==> src/rtl/slru_pkg.sv <==
// Package: shared types for the segmented LRU set controller.
// Assumes nothing beyond IEEE 1800-2017.
package slru_pkg;

    // Kind of reordering applied to the recency list in one cycle.
    typedef enum logic [1:0] {
        MV_NONE    = 2'd0,  // list unchanged
        MV_PROMOTE = 2'd1,  // hit: move to protected head
        MV_FILL    = 2'd2   // fill: move to probationary head
    } move_e;

endpackage

==> src/rtl/slru_locate.sv <==
// Module: slru_locate
// Finds the list position that currently holds a given way index.
// Assumes the list is a permutation, so at most one position matches.
module slru_locate #(
    parameter int NWAYS = 8,
    parameter int WAY_W = 3
) (
    input  logic [NWAYS-1:0][WAY_W-1:0] order,
    input  logic [WAY_W-1:0]            way,
    output logic                        found,
    output logic [WAY_W-1:0]            pos
);

    logic [NWAYS-1:0] match;

    // One comparator per list position.
    for (genvar i = 0; i < NWAYS; i++) begin : g_cmp
        assign match[i] = (order[i] == way);
    end

    // Encode the matching position (one-hot by the permutation property).
    always_comb begin
        pos = '0;
        for (int i = 0; i < NWAYS; i++) begin
            if (match[i]) pos = WAY_W'(i);
        end
        found = |match;
    end

endmodule

==> src/rtl/slru_seg_ctrl.sv <==
// Module: slru_seg_ctrl
// Decides where an accessed way must move in the combined recency list
// and how the protected count changes. List positions [0, prot_cnt) are
// protected (position 0 most recent); the rest are probationary, with the
// last position least recent. Assumes 1 <= PROT_MAX <= NWAYS.
module slru_seg_ctrl
    import slru_pkg::*;
#(
    parameter int NWAYS    = 8,
    parameter int PROT_MAX = 3,
    parameter int WAY_W    = 3,
    parameter int CNT_W    = 4
) (
    input  logic             acc_valid,
    input  logic             acc_hit,
    input  logic             found,
    input  logic [WAY_W-1:0] src_pos,
    input  logic [CNT_W-1:0] prot_cnt,
    output move_e            kind,
    output logic [WAY_W-1:0] tgt_pos,
    output logic [CNT_W-1:0] prot_cnt_nxt
);

    localparam logic [CNT_W-1:0] LIMIT = CNT_W'(PROT_MAX);
    localparam logic [CNT_W-1:0] ONE   = CNT_W'(1);

    logic in_prot;

    // Classify the access and pick the target position and new count.
    always_comb begin
        in_prot      = (CNT_W'(src_pos) < prot_cnt);
        kind         = MV_NONE;
        tgt_pos      = src_pos;
        prot_cnt_nxt = prot_cnt;
        if (acc_valid && found) begin
            if (acc_hit) begin
                // A hit always lands at the protected head. When the
                // group is full, the shift pushes its tail across the
                // boundary, which is exactly the demotion.
                kind    = MV_PROMOTE;
                tgt_pos = '0;
                if (!in_prot && (prot_cnt < LIMIT)) begin
                    prot_cnt_nxt = prot_cnt + ONE;
                end
            end else begin
                kind = MV_FILL;
                if (in_prot) begin
                    prot_cnt_nxt = prot_cnt - ONE;
                    tgt_pos      = WAY_W'(prot_cnt - ONE);
                end else begin
                    tgt_pos      = WAY_W'(prot_cnt);
                end
            end
        end
    end

endmodule

==> src/rtl/slru_reorder.sv <==
// Module: slru_reorder
// Removes the entry at src and reinserts it at tgt, shifting the entries
// in between by one place. Assumes src and tgt are valid positions.
module slru_reorder #(
    parameter int NWAYS = 8,
    parameter int WAY_W = 3
) (
    input  logic                        en,
    input  logic [NWAYS-1:0][WAY_W-1:0] cur,
    input  logic [WAY_W-1:0]            way,
    input  logic [WAY_W-1:0]            src,
    input  logic [WAY_W-1:0]            tgt,
    output logic [NWAYS-1:0][WAY_W-1:0] nxt
);

    // Per-position three-way select: keep, take the moved way, or shift.
    always_comb begin
        int s;
        int t;
        s = int'(src);
        t = int'(tgt);
        for (int i = 0; i < NWAYS; i++) begin
            nxt[i] = cur[i];
            if (en) begin
                if (t <= s) begin
                    // Move toward the head: entries in [t, s) slide down.
                    if (i == t)                nxt[i] = way;
                    else if (i > t && i <= s)  nxt[i] = cur[(i > 0) ? i - 1 : 0];
                end else begin
                    // Move toward the tail: entries in (s, t] slide up.
                    if (i == t)                nxt[i] = way;
                    else if (i >= s && i < t)  nxt[i] = cur[(i < NWAYS - 1) ? i + 1 : NWAYS - 1];
                end
            end
        end
    end

endmodule

==> src/rtl/slru_set_ctrl.sv <==
// Module: slru_set_ctrl (top)
// Segmented LRU replacement state for one cache set. Holds a single list
// of all way indices ordered protected-head .. protected-tail,
// probationary-head .. probationary-tail, plus the protected count. The
// victim is the last list entry. Assumes 1 <= PROT_MAX <= NWAYS and at
// most one access per cycle; the caller supplies way indices.
module slru_set_ctrl
    import slru_pkg::*;
#(
    parameter int NWAYS    = 8,
    parameter int PROT_MAX = 3,
    localparam int WAY_W   = (NWAYS > 1) ? $clog2(NWAYS) : 1,
    localparam int CNT_W   = $clog2(NWAYS + 1)
) (
    input  logic             clk,
    input  logic             rst_n,
    input  logic             acc_valid,
    input  logic             acc_hit,
    input  logic [WAY_W-1:0] acc_way,
    output logic [WAY_W-1:0] victim_way
);

    logic [NWAYS-1:0][WAY_W-1:0] order_q;
    logic [NWAYS-1:0][WAY_W-1:0] order_d;
    logic [CNT_W-1:0]            prot_cnt_q;
    logic [CNT_W-1:0]            prot_cnt_d;
    logic                        found;
    logic [WAY_W-1:0]            src_pos;
    logic [WAY_W-1:0]            tgt_pos;
    move_e                       kind;

    slru_locate #(
        .NWAYS (NWAYS),
        .WAY_W (WAY_W)
    ) u_locate (
        .order (order_q),
        .way   (acc_way),
        .found (found),
        .pos   (src_pos)
    );

    slru_seg_ctrl #(
        .NWAYS    (NWAYS),
        .PROT_MAX (PROT_MAX),
        .WAY_W    (WAY_W),
        .CNT_W    (CNT_W)
    ) u_seg (
        .acc_valid    (acc_valid),
        .acc_hit      (acc_hit),
        .found        (found),
        .src_pos      (src_pos),
        .prot_cnt     (prot_cnt_q),
        .kind         (kind),
        .tgt_pos      (tgt_pos),
        .prot_cnt_nxt (prot_cnt_d)
    );

    slru_reorder #(
        .NWAYS (NWAYS),
        .WAY_W (WAY_W)
    ) u_reorder (
        .en  (kind != MV_NONE),
        .cur (order_q),
        .way (acc_way),
        .src (src_pos),
        .tgt (tgt_pos),
        .nxt (order_d)
    );

    // State register: reset to all-probationary, way 0 at the tail.
    always_ff @(posedge clk) begin
        if (!rst_n) begin
            for (int i = 0; i < NWAYS; i++) begin
                order_q[i] <= WAY_W'(NWAYS - 1 - i);
            end
            prot_cnt_q <= '0;
        end else begin
            order_q    <= order_d;
            prot_cnt_q <= prot_cnt_d;
        end
    end

    // The tail of the list is the replacement candidate.
    assign victim_way = order_q[NWAYS-1];

endmodule

==> config.mk <==
export PLATFORM = sky130hd
export DESIGN_NAME = slru_set_ctrl
export DESIGN_NICKNAME = d
export VERILOG_FILES = /design/src/rtl/slru_pkg.sv /design/src/rtl/slru_locate.sv /design/src/rtl/slru_seg_ctrl.sv /design/src/rtl/slru_reorder.sv /design/src/rtl/slru_set_ctrl.sv
export SDC_FILE = /design/constraint.sdc
export NUM_CORES = 1
export LEC_CHECK = 0
export CAP_MARGIN = 0
export CELL_PAD_IN_SITES_DETAIL_PLACEMENT = 1
export CELL_PAD_IN_SITES_GLOBAL_PLACEMENT = 1
export CORE_MARGIN = 8
export CORE_UTILIZATION = 50
export CTS_CLUSTER_DIAMETER = 50
export CTS_CLUSTER_SIZE = 12
export DETAILED_ROUTE_END_ITERATION = 10
export PLACE_DENSITY = 0.95
export SLEW_MARGIN = 40
export SYNTH_ARGS = -nofsm -noshare
export SYNTH_HDL_FRONTEND = slang
export SYNTH_SLANG_ARGS = --single-unit
export TNS_END_PERCENT = 1
==> constraint.sdc <==
create_clock -name clk -period 14.8 [get_ports clk]
set_clock_uncertainty 0.1 [all_clocks]
set_input_delay 2.22 -clock clk [delete_from_list [all_inputs] [get_ports clk]]
set_output_delay 2.22 -clock clk [all_outputs]
set_load 0.01 [all_outputs]
==> key figures <==
Timing
  – Setup TNS: 0 ns
  – Peak Freq: 121 MHz
  – Slew HR: ~44%
  – RSZ-0062 raised after global routing: no
  – Max-slew violation count: 0
  – Finish-stage setup viols: 0
  – Fin crit share: 55.8%
  – Worst-Margin Slew: between 0.8 and 0.9 ns
  – Hold Fails Final Rpt: 0
  – Tmin final: between 8 and 9 ns
  – Setup ws final: approximately 6.5 ns

Detailed routing
  – Vias per cell: approximately 6.6
  – WL/cell: 20.5 um
  – Routed WL: about 8400 um
  – Initial DRC count: between 150 and 200
  – DRC violations left: 0
  – Routed Antenna Nets: 0
  – TritonRoute pass-1 iters: 4
  – DR vias: 2708

CTS
  – Setup bufs post-CTS: 0
  – Worst-path clk slew: about 0.09 ns
  – Later-pin clock latency in the skew report: 0.28 ns
  – Post-CTS Resized: 0
  – CTS Sinks: 28
  – CTS Hold Bufs: 0
  – Total CTS buffers: 3
  – Longest Clk Path Bufs: 2
  – H-tree levels: 1
  – Clk root buf: clkbuf_8
  – CTS tree: yes

Setup path
  – Worst R2R Setup Slack: between 9 and 10 ns
  – Peak per-stage delay on the critical path: 1.00 ns
  – Crit path required time: around 15 ns
  – Worst path cell trace: clkdlybuf4s50_1 -> xnor2_1 -> nand3_1 -> nand2_1 -> a31oi_1 -> inv_1 -> ha_1 -> o21a_1 -> o22ai_1 -> nand2_1 -> nand2_1 -> inv_1 -> ha_1 -> nor2b_1 -> o21ai_0 -> inv_1 -> o21ai_4 -> o21ai_0 -> and3_1 -> a221o_1 -> or2_4 -> mux2_4
  – R2R cell count: 21
  – Capture point of the worst reg-to-reg path: order_q[17]$_SDFFE_PN0P_
  – Crit path launch type: primary input
  – CP bufs+invs: 4
  – Reg2Reg Launch Point: order_q[20]$_SDFFE_PN0P_
  – Critical Path End Type: flip-flop
  – Critical path's top delay family: compound AO/OA/AOI/OAI gates
  – Crit-path max FO: 24
  – Data arrival, critical path: roughly 8.3 ns
  – Worst Path Class, Setup: primary input to flip-flop
  – Slowest cell on crit path: clkdlybuf4s50_1

Floorplan
  – Die area: 8070 um^2
  – Ports: 10
  – Core Region: around 5400 um^2
  – Die Wd: between 80 and 90 um
  – # rows: 27
  – Starting Density: 50.8%
  – Die H: between 80 and 90 um

Yosys
  – Cells after Synth: about 350
  – Synthesis Warnings: 0
  – Synth area leader: dfxtp_1
  – Synthesized flop and latch total: 28
  – EDFF count, synth: 0
  – Mapped Area: 2730 um^2
  – Area share of the largest cell type after synthesis: around a fifth
  – Asr flop ratio synth: 0%
  – Synth top area cells: dfxtp_1 (21%), xnor2_1 (7.1%), a21oi_1 (6.1%)
  – Syn avg cell area: about 8 um^2
  – Primary FF master, synth: dfxtp_1
  – Library cells used by synthesis: 70
  – Synthesized Nets: between 300 and 400
  – Sequential fraction of the synthesis area: just over 20%

Global routing
  – Grt ovf: 0
  – First-pass GRT wire length: approximately 14000 um
  – Initial antenna violation count: 0
  – Vias in the first global route: between 2000 and 3000
  – Largest net degree at the start of global routing: 25
  – GRT Overall Usage: between 20% and 30%

Place
  – Placed insts: between 400 and 500
  – DP Worst Slack: between 6 and 7 ns
  – PortBufs: 9
  – Hpwl dp: around 6300 um
  – GPL Wtd Cong: 0.930

Final layout
  – Most common cell after layout, fill and taps aside: nand2_1
  – Fillers: between 600 and 700
  – Final core occ: 52.4%
  – Most used cells in the layout excluding fill and tap cells: nand2_1 (42), a21oi_1 (33), dfxtp_1 (28)
  – Layout cell share with drive strength beyond 1: 11.2%
  – Final nets: around 360
  – N_diodes: 0
  – Fin cells: 412
  – Area Growth Syn to Fin: 3.17%

Hold path
  – Worst hold endpoint: order_q[9]$_SDFFE_PN0P_
  – Hold Crit Start: order_q[9]$_SDFFE_PN0P_
  – Hold Path Stages: 1
  – Worst hold path type: flip-flop to flip-flop

Run status
  – Status: complete, no violations

Run
  – Max_cap viols: 0
==> cells by family after synthesis <==
family	synth area share, %
AOI/OAI and AO/OA	30.2
and+or+nand+nor	20.9
buffers and inverters	7.66
xor gates and xnor gates	10.7
DFF	20.6
muxes	6.79
adders and majority gates	3.21
==> cell usage after synthesis, types with 4 or more instances <==
cell	number
a31oi_1	5
clkbuf_1	7
xnor2_1	22
buf_4	4
inv_1	12
mux2i_1	13
and3_1	7
a21oi_1	33
nand2_1	42
nand3_1	15
o21ai_0	24
dfxtp_1	28
nor2_1	19
o211ai_1	6
xor2_1	4
ha_1	7
buf_6	6
nor3_1	12
==> worst max-delay path by stage <==
stage,start,endpoint,slack [ns],depth (start not counted)
floorplan,acc_way[0],order_q[15]$_SDFFE_PN0P_,8.26,24
detailed placement,acc_way[1],order_q[17]$_SDFFE_PN0P_,6.31,23
global placement,acc_way[0],order_q[17]$_SDFFE_PN0P_,6.29,21
finish,acc_way[2],order_q[17]$_SDFFE_PN0P_,6.54,22
global route,acc_way[2],order_q[17]$_SDFFE_PN0P_,6.12,22
CTS,acc_way[1],order_q[17]$_SDFFE_PN0P_,6.59,21
==> routing by layer <==
metal,vias to the layer above,routed length (um),GRT usage (%)
met5,-,0,0
met4,0,250,10.0
met3,24,350,3.24
met2,72,4150,35.3
met1,1355,3680,25.7
li1,1257,-,-
==> worst reg2reg max path, cell delays in order (launching register included) <==
cell	delay [ns]
dfxtp_1	0.46
xnor2_1	0.13
nand3_1	0.17
nand2_1	0.15
a31oi_1	0.32
inv_1	0.12
ha_1	0.33
o21a_1	0.23
o22ai_1	0.13
nand2_1	0.11
nand2_1	0.34
inv_1	0.54
ha_1	0.24
nor2b_1	0.05
o21ai_0	0.15
inv_1	0.11
o21ai_4	0.60
o21ai_0	0.25
and3_1	0.24
a221o_1	0.30
or2_4	0.26
mux2_4	0.30
==> flip-flops by register name, summed over array words and instances, names as in the netlist <==
| register | count |
|---|---|
| prot_cnt_q | 4 |
| order_q | 21 |
| victim_way | 3 |
==> area by class of cell <==
| cell class | count | area (um^2) | area share [%] |
|---|---|---|---|
| clock buffer | 4 | 55.1 | 1.96 |
| inverter | 14 | 52.6 | 1.87 |
| multi-input combinational | 285 | 1970 | 70.2 |
| sequential | 28 | 561 | 19.9 |
| tap | 72 | 90.1 | 3.20 |
| timing repair buffer | 9 | 80.1 | 2.85 |
==> metrics by stage <==
step	cell area, um^2	hold WS, ns
global route	2810	0.455
finish	2810	0.437
detailed placement	2770	0.424
CTS	2820	0.438
floorplan	2730	0.374
global placement	2750	0.418
Power is not shown: default switching activity piles up to over one toggle a cycle in this logic, so the estimate is an artifact.
